===== config.mk =====
export PLATFORM = sky130hd
export DESIGN_NAME = pio_handshake
export DESIGN_NICKNAME = d
export VERILOG_FILES = /design/src/rtl/pio_pkg.sv /design/src/rtl/pio_edge.sv /design/src/rtl/pio_port.sv /design/src/rtl/pio_handshake.sv
export SDC_FILE = /design/constraint.sdc
export NUM_CORES = 1
export LEC_CHECK = 0
export BUFFER_PORTS_ARGS = -buffer_cell sky130_fd_sc_hd__buf_2
export CAP_MARGIN = 25
export CORE_MARGIN = 2
export CORE_UTILIZATION = 56
export CTS_CLUSTER_SIZE = 25
export DETAILED_ROUTE_END_ITERATION = 16
export GPL_TIMING_DRIVEN = 0
export HOLD_SLACK_MARGIN = 0.1
export PLACE_DENSITY = 0.89
export SLEW_MARGIN = 40
export SYNTH_ARGS = -nofsm -noshare
export SYNTH_HDL_FRONTEND = slang
export SYNTH_SLANG_ARGS = --single-unit
export TNS_END_PERCENT = 50

===== constraint.sdc =====
create_clock -name clk -period 5.1 [get_ports clk]
set_input_delay 1.53 -clock clk [delete_from_list [all_inputs] [get_ports clk]]
set_output_delay 1.53 -clock clk [all_outputs]
set_load 0.05 [all_outputs]

===== src/rtl/pio_pkg.sv =====
package pio_pkg;

    typedef enum logic [1:0] {
        SEL_DATA = 2'd0,
        SEL_DIR  = 2'd1,
        SEL_CTRL = 2'd2,
        SEL_NONE = 2'd3
    } reg_sel_e;

    localparam int CTRL_EN_BIT  = 0;
    localparam int CTRL_CAP_BIT = 1;

    typedef struct packed {
        logic cap_mode;
        logic irq_en;
    } ctrl_t;

    typedef struct packed {
        logic     rd;
        logic     wr;
        reg_sel_e sel;
    } port_req_t;

    function automatic int psel_width(input int nports);
        return (nports > 1) ? $clog2(nports) : 1;
    endfunction

endpackage


===== src/rtl/pio_edge.sv =====
module pio_edge (
    input  logic clk,
    input  logic rst,
    input  logic lvl,
    output logic rise
);
    logic lvl_q;

    always_ff @(posedge clk) begin
        if (rst) lvl_q <= 1'b0;
        else     lvl_q <= lvl;
    end

    assign rise = lvl & ~lvl_q;
endmodule


===== src/rtl/pio_port.sv =====
module pio_port
    import pio_pkg::*;
#(
    parameter int W = 8
) (
    input  logic         clk,
    input  logic         rst,
    input  port_req_t    req,
    input  logic [W-1:0] wdata,
    input  logic [W-1:0] pins,
    input  logic         stb,
    output logic [W-1:0] rdata,
    output logic [W-1:0] pout,
    output logic [W-1:0] poe,
    output logic         ack,
    output logic         irq_n
);
    logic [W-1:0] dir_q, out_q, cap_q;
    ctrl_t        ctrl_q, ctrl_d;
    logic         flag_q, flag_d, irq_n_q;
    logic         rise;
    logic         wr_data, wr_dir, wr_ctrl, rd_data;
    logic [W-1:0] in_view, data_view, ctrl_view;

    pio_edge u_edge (
        .clk  (clk),
        .rst  (rst),
        .lvl  (stb),
        .rise (rise)
    );

    assign wr_data = req.wr && (req.sel == SEL_DATA);
    assign wr_dir  = req.wr && (req.sel == SEL_DIR);
    assign wr_ctrl = req.wr && (req.sel == SEL_CTRL);
    assign rd_data = req.rd && (req.sel == SEL_DATA);

    // a strobe edge outranks a clearing read on the same edge
    always_comb begin
        flag_d = flag_q;
        if (rd_data) flag_d = 1'b0;
        if (rise)    flag_d = 1'b1;
    end

    always_comb begin
        ctrl_d = ctrl_q;
        if (wr_ctrl) begin
            ctrl_d.cap_mode = wdata[CTRL_CAP_BIT];
            ctrl_d.irq_en   = wdata[CTRL_EN_BIT];
        end
    end

    always_ff @(posedge clk) begin
        if (rst) begin
            dir_q   <= '0;
            out_q   <= '0;
            cap_q   <= '0;
            ctrl_q  <= '0;
            flag_q  <= 1'b0;
            irq_n_q <= 1'b1;
        end else begin
            if (wr_dir)  dir_q <= wdata;
            if (wr_data) out_q <= wdata;
            if (rise)    cap_q <= pins;
            ctrl_q  <= ctrl_d;
            flag_q  <= flag_d;
            irq_n_q <= ~(flag_d & ctrl_d.irq_en);
        end
    end

    assign in_view   = ctrl_q.cap_mode ? cap_q : pins;
    assign data_view = (out_q & dir_q) | (in_view & ~dir_q);

    always_comb begin
        ctrl_view               = '0;
        ctrl_view[W-1]          = flag_q;
        ctrl_view[CTRL_CAP_BIT] = ctrl_q.cap_mode;
        ctrl_view[CTRL_EN_BIT]  = ctrl_q.irq_en;
    end

    always_comb begin
        rdata = '0;
        if (req.rd) begin
            case (req.sel)
                SEL_DATA: rdata = data_view;
                SEL_DIR:  rdata = dir_q;
                SEL_CTRL: rdata = ctrl_view;
                default:  rdata = '0;
            endcase
        end
    end

    assign pout  = out_q;
    assign poe   = dir_q;
    assign ack   = flag_q;
    assign irq_n = irq_n_q;
endmodule


===== src/rtl/pio_handshake.sv =====
module pio_handshake
    import pio_pkg::*;
#(
    parameter int W      = 8,
    parameter int NPORTS = 2,
    localparam int PSEL_W = psel_width(NPORTS),
    localparam int ADDR_W = PSEL_W + 2
) (
    input  logic                clk,
    input  logic                rst,
    input  logic                bus_cs,
    input  logic                bus_rd,
    input  logic                bus_wr,
    input  logic [ADDR_W-1:0]   bus_addr,
    input  logic [W-1:0]        bus_wdata,
    output logic [W-1:0]        bus_rdata,
    input  logic [NPORTS*W-1:0] pin_in,
    output logic [NPORTS*W-1:0] pin_out,
    output logic [NPORTS*W-1:0] pin_oe,
    input  logic [NPORTS-1:0]   stb_in,
    output logic [NPORTS-1:0]   ack_out,
    output logic [NPORTS-1:0]   irq_n
);
    port_req_t    req   [NPORTS];
    logic [W-1:0] prdata[NPORTS];

    for (genvar p = 0; p < NPORTS; p++) begin : g_port
        logic hit;
        assign hit = bus_cs && (bus_addr[ADDR_W-1:2] == PSEL_W'(p));
        assign req[p] = '{rd:  hit && bus_rd,
                          wr:  hit && bus_wr,
                          sel: reg_sel_e'(bus_addr[1:0])};

        pio_port #(.W(W)) u_port (
            .clk   (clk),
            .rst   (rst),
            .req   (req[p]),
            .wdata (bus_wdata),
            .pins  (pin_in[p*W +: W]),
            .stb   (stb_in[p]),
            .rdata (prdata[p]),
            .pout  (pin_out[p*W +: W]),
            .poe   (pin_oe[p*W +: W]),
            .ack   (ack_out[p]),
            .irq_n (irq_n[p])
        );
    end

    // only the addressed port returns nonzero data
    always_comb begin
        bus_rdata = '0;
        for (int p = 0; p < NPORTS; p++) bus_rdata = bus_rdata | prdata[p];
    end
endmodule


==> summary.md, run 1 <==
| Metric | Value |
|---|---|
| Run status | `finished clean` |
| Commonest cells after routing, fill and taps aside | `buf_2 (87), dfxtp_1 (58), a21oi_1 (54), nand3_1 (38), nand2_1 (34)` |
| Hold-fix buffers at CTS | `0` |
| Number of nets in the layout | `467` |
| Global routing's busiest layer | `met2` |
| Number of global-route vias before repair | `2870` |
| Minimum setup slack after placement | `0.6790 ns` |
| Leakage power | `1.384 nW` |
| Max H-tree Level | `3` |
| Post-synth design cell area | `2819 sq um` |
| Clock tree from TritonCTS | `built` |
| Total congestion overflow | `0` |
| Count of flip-flops with a built-in enable after synthesis | `0` |
| Kind of cell adding the most delay to the critical path | `buffers and inverters` |
| Number of distinct library cells after synthesis | `32` |
| Final Hold Fails | `0` |
| Floorplan die area | `5618 sq um` |
| Global Route met1 Usage | `41.42%` |
| Core area | `4786 sq um` |
| Headroom to the max-slew limit | `60.31%` |
| Syn. warnings | `0` |
| Worst-margin pin slew | `0.5954 ns` |
| Largest fanout on the critical path | `10` |
| Max rail drop VDD | `0.2266 mV` |
| Share of synthesized registers carrying an async set or reset | `0%` |
| Power per Cell Area | `292.6 nW/um^2` |
| Cells taking the most area after synthesis | `dfxtp_1 (41%), a21oi_1 (9.6%), nand3_1 (6.7%), o21ai_0 (5.1%), nand2_1 (4.5%)` |
| ANT cells | `0` |
| Cts repair resizes | `0` |
| Layout cell share with drive strength beyond 1 | `28.77%` |
| Final TNS setup | `0 ns` |
| Syn Area/Cell | `8.147 sq um` |
| Number of antenna violations at the first check in global routing | `0` |
| Overall power after layout | `1.014 mW` |
| Number of cell rows | `25` |
| Area share of the largest cell type after synthesis | `41.19%` |
| I/O pin count | `78` |
| Final worst clock skew | `0.004890 ns` |
| Highest cell delay on the worst timing path | `0.40 ns` |
| Pin count of the biggest net entering global routing | `11` |
| Post-Synthesis Net Count | `380` |
| IO Port Bufs | `76` |
| Setup repair bufs after CTS | `0` |
| Area growth from synthesis to layout | `22.95%` |
| Final Cycle Share | `87.45%` |
| GRT met3 Usage | `7.363%` |
| Sort of element at the end of the critical path | `primary output` |
| Mapped Cells | `346` |
| Hold Path Class | `flip-flop to flip-flop` |
| Post-synthesis cell type with the largest combined area | `dfxtp_1` |
| Buffer depth of the longest clock path | `2` |
| Synth Register Bits | `58` |
| Vias | `3156` |
| Number of max-cap violations | `0` |
| Detailed Route Iter0 Violations | `401` |
| Data arrival time of the critical path | `2.93 ns` |
| Overall die height | `74.95 um` |
| Root Buffer | `clkbuf_8` |
| Required time at the worst-slack endpoint | `3.57 ns` |
| Worst-Skew Late Latency | `0.35 ns` |
| Max Fclk | `0.2242 GHz` |
| GR Layer Usage met2 | `50.97%` |
| Final critical path time including I/O delays and setup | `4.460 ns` |
| Count of final max-slew check failures | `0` |
| Initial core utilization | `58.90%` |
| Sequence of cells on the critical path | `buf_2, buf_4, buf_2, nor3_2, a22o_1, buf_2` |
| Cell type of the slowest stage on the worst timing path | `nor3_2` |
| Leading cell type in the layout, fill and taps excluded | `buf_2` |
| Prevailing post-synth register cell | `dfxtp_1` |
| Area of the multi-input gates | `1459 sq um` |
| Worst setup path category | `primary input to primary output` |
| Global-route wire length before repair | `13490 um` |
| WL per Instance | `17.66 um` |
| Setup repair after global routing missed its margin | `false` |
| Sequential Area | `1161 sq um` |
| Combined global-route utilization of all metal layers | `32.51%` |
| Final setup violation count | `0` |
| Vias per std cell | `6.250` |
| Cts bufs inserted | `9` |
| Sequential share of the synthesized area | `41.19%` |
| Remaining number of nets flagged by the antenna check after routing | `0` |
| Remaining routing DRC violations | `0` |
| Placer congestion estimate | `0.9036` |
| Least setup slack across all paths after layout | `0.6401 ns` |
| Final-layout fill cell count | `365` |
| Die width | `74.95 um` |
| Clk pin slew, worst setup/hold paths | `0.06 ns` |
| Sinks on Clock Net | `58` |
| Final wirelength | `8919 um` |
| Kind of start point of the critical path | `primary input` |
| HPWL Detailed | `6173 um` |
| First-pass iteration count of the detailed router | `6` |
| Count of buffer and inverter cells on the critical path | `4` |
| Most repeated library cell on the critical path | `buf_2` |
## cell families after synthesis
logic type / synth area share, %
muxes: 5.948
AOI/OAI and AO/OA: 25.92
DFF: 41.19
and+or+nand+nor: 19.89
buffers and inverters: 7.057
## path summary, 6_finish.rpt
kind | from | to | slack, ns | depth (start not counted)
setup / recovery | bus_addr[1] | bus_rdata[5] | 0.64 | 6
hold / removal | g_port[0].u_port.cap_q[5] | g_port[0].u_port.cap_q[5] | 0.46 | 2
setup reg to reg | g_port[1].u_port.u_edge.lvl_q | g_port[1].u_port.cap_q[7] | 3.89 | 4
hold reg to reg | g_port[0].u_port.cap_q[5] | g_port[0].u_port.cap_q[5] | 0.46 | 2
## per-layer routing
metal  wire length (um)  part of all wire (%)  up-vias
li1                   -                     -     1426
met1               3401                    38     1453
met2               4075                    46      236
met3               1102                    12       41
met4                340                   3.8        0
met5                  0                     0        -
## worst reg2reg max path: cells and delay by family (launching register included)
| kind | cells | cell delay (ns) |
|---|---|---|
| and+or+nand+nor | 2 | 0.25 |
| DFF | 1 | 0.32 |
| AOI/OAI and AO/OA | 1 | 0.19 |
| buffers and inverters | 1 | 0.38 |
## power by group
part,total [mW],internal (mW),switching [mW]
logic,0.143,0.0461,0.0967
registers,0.474,0.466,0.00767
clock network,0.398,0.215,0.183
## layout make-up
cell class / count / share of cell area [%]
clock inverter: 2 / 0.2888
timing repair buffer: 76 / 10.97
clock buffer: 14 / 4.982
tap: 67 / 2.419
sequential: 58 / 33.50
multi-input combinational: 253 / 42.09
buffer: 35 / 5.740
## stage by stage
| step | std cells | area, sq um | utilization, % | hold WS (ns) |
|---|---|---|---|---|
| after global placement | 489 | 3283 | 68.60 | 0.4387 |
| after detailed placement | 489 | 3283 | 68.60 | 0.4510 |
| after CTS | 505 | 3466 | 72.42 | 0.4614 |
| final | 505 | 3466 | 72.42 | 0.4611 |
| after floorplan | 346 | 2819 | - | 0.4329 |
| after global routing | 505 | 3466 | 72.42 | 0.4800 |
## registers in the layout, indices dropped and copies added, names as in the netlist
signal                      flops
g_port.u_port.irq_n             2
g_port.u_port.u_edge.lvl_q      2
g_port.u_port.cap_q            16
g_port.u_port.poe              16
g_port.u_port.ack               2
g_port.u_port.pout             16
g_port.u_port.ctrl_q            4
## synthesized netlist by cell type (5+ instances only)
| master | number |
|---|---|
| clkbuf_1 | 12 |
| nor2b_1 | 11 |
| nand2b_1 | 5 |
| a21oi_1 | 54 |
| o21ai_1 | 18 |
| o21ai_0 | 29 |
| a22o_1 | 5 |
| a222oi_1 | 6 |
| buf_2 | 11 |
| mux2_2 | 6 |
| mux2i_1 | 10 |
| nand2_1 | 34 |
| buf_4 | 8 |
| dfxtp_1 | 58 |
| nand3_1 | 38 |
| nor3_1 | 6 |
| o31ai_1 | 11 |
No activity file was read; power rests on OpenSTA's default activity.
==> inputs of run 2 (changes only) <==
Settings changed: ABC_AREA set to 1, PLACE_DENSITY 0.89 to 0.88.
==> run 2 against run 1 <==
  * Area after synthesis increased by 3.5%
  * Hold slack improved by 0.048 ns
  * Largest power group unchanged
  * Non-clock buffer count decreased by 17
  * First-iteration DRC count fell by 11%
==> summary.md, run 2 <==
| Metric | Value |
|---|---|
| Run status | `finished clean` |
| Commonest cells after routing, fill and taps aside | `nand2_1 (117), nor2_1 (112), buf_2 (77), dfxtp_1 (58), o21ai_0 (51)` |
| Post-synthesis cell type with the largest combined area | `dfxtp_1` |
| Area of the multi-input gates | `1520 sq um (+4.2%)` |
| Data arrival time of the critical path | `2.74 ns (-0.19 ns)` |
| Final wirelength | `8454 um (-5.2%)` |
| IO Port Bufs | `75 (-1.3%)` |
| Leakage power | `1.893 nW (+37%)` |
| HPWL Detailed | `6131 um (-0.68%)` |
| Kind of cell adding the most delay to the critical path | `buffers and inverters` |
| Prevailing post-synth register cell | `dfxtp_1` |
| Number of distinct library cells after synthesis | `23 (-28%)` |
| Number of antenna violations at the first check in global routing | `0 (unchanged)` |
| Final setup violation count | `0 (unchanged)` |
| Area growth from synthesis to layout | `22.13%` |
| Worst setup path category | `primary input to primary output` |
| Cts bufs inserted | `9 (unchanged)` |
| Largest fanout on the critical path | `10 (unchanged)` |
| Worst-margin pin slew | `0.5505 ns (-0.04488 ns)` |
| Highest cell delay on the worst timing path | `0.27 ns (-0.13 ns)` |
| Overall die height | `76.18 um (+1.6%)` |
| Setup repair after global routing missed its margin | `false` |
| WL per Instance | `13.75 um (-22%)` |
| Cell type of the slowest stage on the worst timing path | `buf_2` |
| Syn. warnings | `0 (unchanged)` |
| Global-route wire length before repair | `14120 um (+4.7%)` |
| Number of cell rows | `26 (+4.0%)` |
| Crit Reg-Reg Startpoint | `g_port[0].u_port.u_edge.lvl_q` |
| Logic depth of the worst register-to-register path | `4 (unchanged)` |
| Leading cell type in the layout, fill and taps excluded | `nand2_1` |
| Required time at the worst-slack endpoint | `3.57 ns (about the same)` |
| Synth Register Bits | `58 (unchanged)` |
| Cells taking the most area after synthesis | `dfxtp_1 (40%), nand2_1 (15%), nor2_1 (14%), o21ai_0 (8.7%), nand3_1 (4.6%)` |
| Min-delay src | `g_port[1].u_port.ack` |
| Detailed Route Iter0 Violations | `357 (-11%)` |
| Area share of the largest cell type after synthesis | `39.79% (-1.4 points)` |
| Final Cycle Share | `83.66% (-3.8 points)` |
| Count of buffer and inverter cells on the critical path | `4 (unchanged)` |
| Initial core utilization | `57.50% (-1.4 points)` |
| Final critical path time including I/O delays and setup | `4.267 ns (-0.1931 ns)` |
| Headroom to the max-slew limit | `63.10% (+2.8 points)` |
| Launching element of the worst setup path | `bus_addr[0]` |
| Cells after DPL | `599 (+22%)` |
| Buffer depth of the longest clock path | `2 (unchanged)` |
| Number of nets in the layout | `574 (+23%)` |
| Max H-tree Level | `3 (unchanged)` |
| Max Fclk | `0.2344 GHz (+4.5%)` |
| ANT cells | `0 (unchanged)` |
| Sinks on Clock Net | `58 (unchanged)` |
| Most repeated library cell on the critical path | `nand2_1` |
| Count of flip-flops with a built-in enable after synthesis | `0 (unchanged)` |
| Root Buffer | `clkbuf_8` |
| Clk pin slew, worst setup/hold paths | `0.06 ns (about the same)` |
| Cts repair resizes | `0 (unchanged)` |
| I/O pin count | `78 (unchanged)` |
| Vias per std cell | `5.431 (-13%)` |
| Number of max-cap violations | `0 (unchanged)` |
| Sequential share of the synthesized area | `39.79% (-1.4 points)` |
| Clock tree from TritonCTS | `built` |
| Post-Synthesis Net Count | `488 (+28%)` |
| Total congestion overflow | `0 (unchanged)` |
| Layout cell share with drive strength beyond 1 | `22.20% (-6.6 points)` |
| Core area | `5075 sq um (+6.0%)` |
| Remaining number of nets flagged by the antenna check after routing | `0 (unchanged)` |
| Post-synth design cell area | `2918 sq um (+3.5%)` |
| Final-layout fill cell count | `451 (+24%)` |
| Floorplan die area | `5803 sq um (+3.3%)` |
| Remaining routing DRC violations | `0 (unchanged)` |
| Hold Path Class | `flip-flop to flip-flop` |
| Sort of element at the end of the critical path | `primary output` |
| Reg2Reg Capture Point | `g_port[0].u_port.irq_n` |
| Sequence of cells on the critical path | `buf_6, inv_2, nand2_4, buf_6, nor2_1, nand2_1, nand2_1, nand2_1, nand2_1, buf_2` |
| Number of global-route vias before repair | `2994 (+4.3%)` |
| Most repeated cell in the gate-level netlist after synthesis | `nand2_1` |
| Final Hold Fails | `0 (unchanged)` |
| Placer congestion estimate | `0.9016 (-0.22%)` |
| First-pass iteration count of the detailed router | `5 (-1)` |
| Pin count of the biggest net entering global routing | `11 (unchanged)` |
| Power per Cell Area | `288.2 nW/um^2 (-1.5%)` |
| Combined global-route utilization of all metal layers | `30.40% (-2.1 points)` |
| Kind of start point of the critical path | `primary input` |
| Mapped Cells | `454 (+31%)` |
| Sequential Area | `1161 sq um (unchanged)` |
| Syn Area/Cell | `6.427 sq um (-21%)` |
| Final TNS setup | `0 ns (unchanged)` |
| Die width | `76.18 um (+1.6%)` |
| Share of synthesized registers carrying an async set or reset | `0% (unchanged)` |
| Count of final max-slew check failures | `0 (unchanged)` |
| Vias | `3340 (+5.8%)` |
| Final worst clock skew | `0.002978 ns (-0.001911 ns)` |
| Setup repair bufs after CTS | `0 (unchanged)` |
| Max rail drop VDD | `0.1874 mV (-17%)` |
| Setup slack on the worst flop-to-flop path | `3.74 ns (-0.15 ns)` |
| Levels on crit path | `10 (+4)` |
| Worst-Skew Late Latency | `0.34 ns (about the same)` |
| Crit path capture | `bus_rdata[6]` |
| Hold-fix buffers at CTS | `0 (unchanged)` |
| Non-filler instance count after layout | `615 (+22%)` |
| Top cell types by occurrence after synthesis | `nand2_1 (117), nor2_1 (112), dfxtp_1 (58), o21ai_0 (51), nand3_1 (27)` |
==> run 2: cell count changes in the layout (fill, tap and decap cells not counted), moves of 18 or more <==
cell and change:
nand2_1 +83, o21ai_1 -18, nor2_1 +112, o21ai_0 +22, inv_1 +22, a21oi_1 -50
==> run 2: metal layers <==
metal | track usage, % | vias up | share of wire, %
li1 | - | 1619 | -
met1 | 40.44 | 1529 | 42
met2 | 48.04 | 170 | 47
met3 | 5.924 | 22 | 8.8
met4 | 14.00 | 0 | 2.4
met5 | 0 | - | 0
==> run 2: cells by family (layout without fill, tap and decap cells) <==
group	count (synthesis)	after routing	synth area share [%]
compound gates	60	60	10.72
buf+inv	47	138	8.105
simple gates	289	289	41.38
flops	58	58	39.79
==> run 2: power by group <==
group / switching [mW] / internal, mW
sequential: 0.0112 / 0.471
clock: 0.180 / 0.215
combinational: 0.106 / 0.0446
==> run 2: stage by stage <==
step	hold slack [ns]	setup slack [ns]	power [mW]	instance area (sq um)	utilization [%]
after CTS	0.5094	0.8471	1.024	3563	70.22
after detailed placement	0.4985	0.8558	0.6396	3381	66.62
after global routing	0.5467	0.7488	1.073	3563	70.22
final	0.5086	0.8332	1.027	3563	70.22
after floorplan	0.4547	1.003	0.5896	2918	-
after global placement	0.4791	0.8645	0.6356	3381	66.62
==> run 2: cell type report <==
class | instances | share of cell area [%]
Multi-Input combinational cell | 349 | 42.66
Buffer | 19 | 3.546
Sequential cell | 58 | 32.58
Clock inverter | 2 | 0.2809
Timing Repair Buffer | 75 | 10.53
Tap cell | 70 | 2.458
Clock buffer | 14 | 4.846
Inverter | 28 | 3.090
==> run 2: worst min-delay path by stage <==
stage | endpoint | slack (ns) | cells past startpoint
floorplan | g_port[1].u_port.ctrl_q[0] | 0.45 | 2
global placement | g_port[1].u_port.ctrl_q[0] | 0.48 | 2
detailed placement | g_port[1].u_port.ctrl_q[0] | 0.50 | 2
CTS | g_port[1].u_port.ctrl_q[0] | 0.51 | 2
global route | g_port[0].u_port.cap_q[5] | 0.55 | 2
finish | g_port[1].u_port.ack | 0.51 | 2
==> run 2: worst register-to-register path, delay by kind of cell (launching register included) <==
family / cells / cell delay (ns)
buf+inv: 1 / 0.38
simple gates: 3 / 0.55
flops: 1 / 0.31
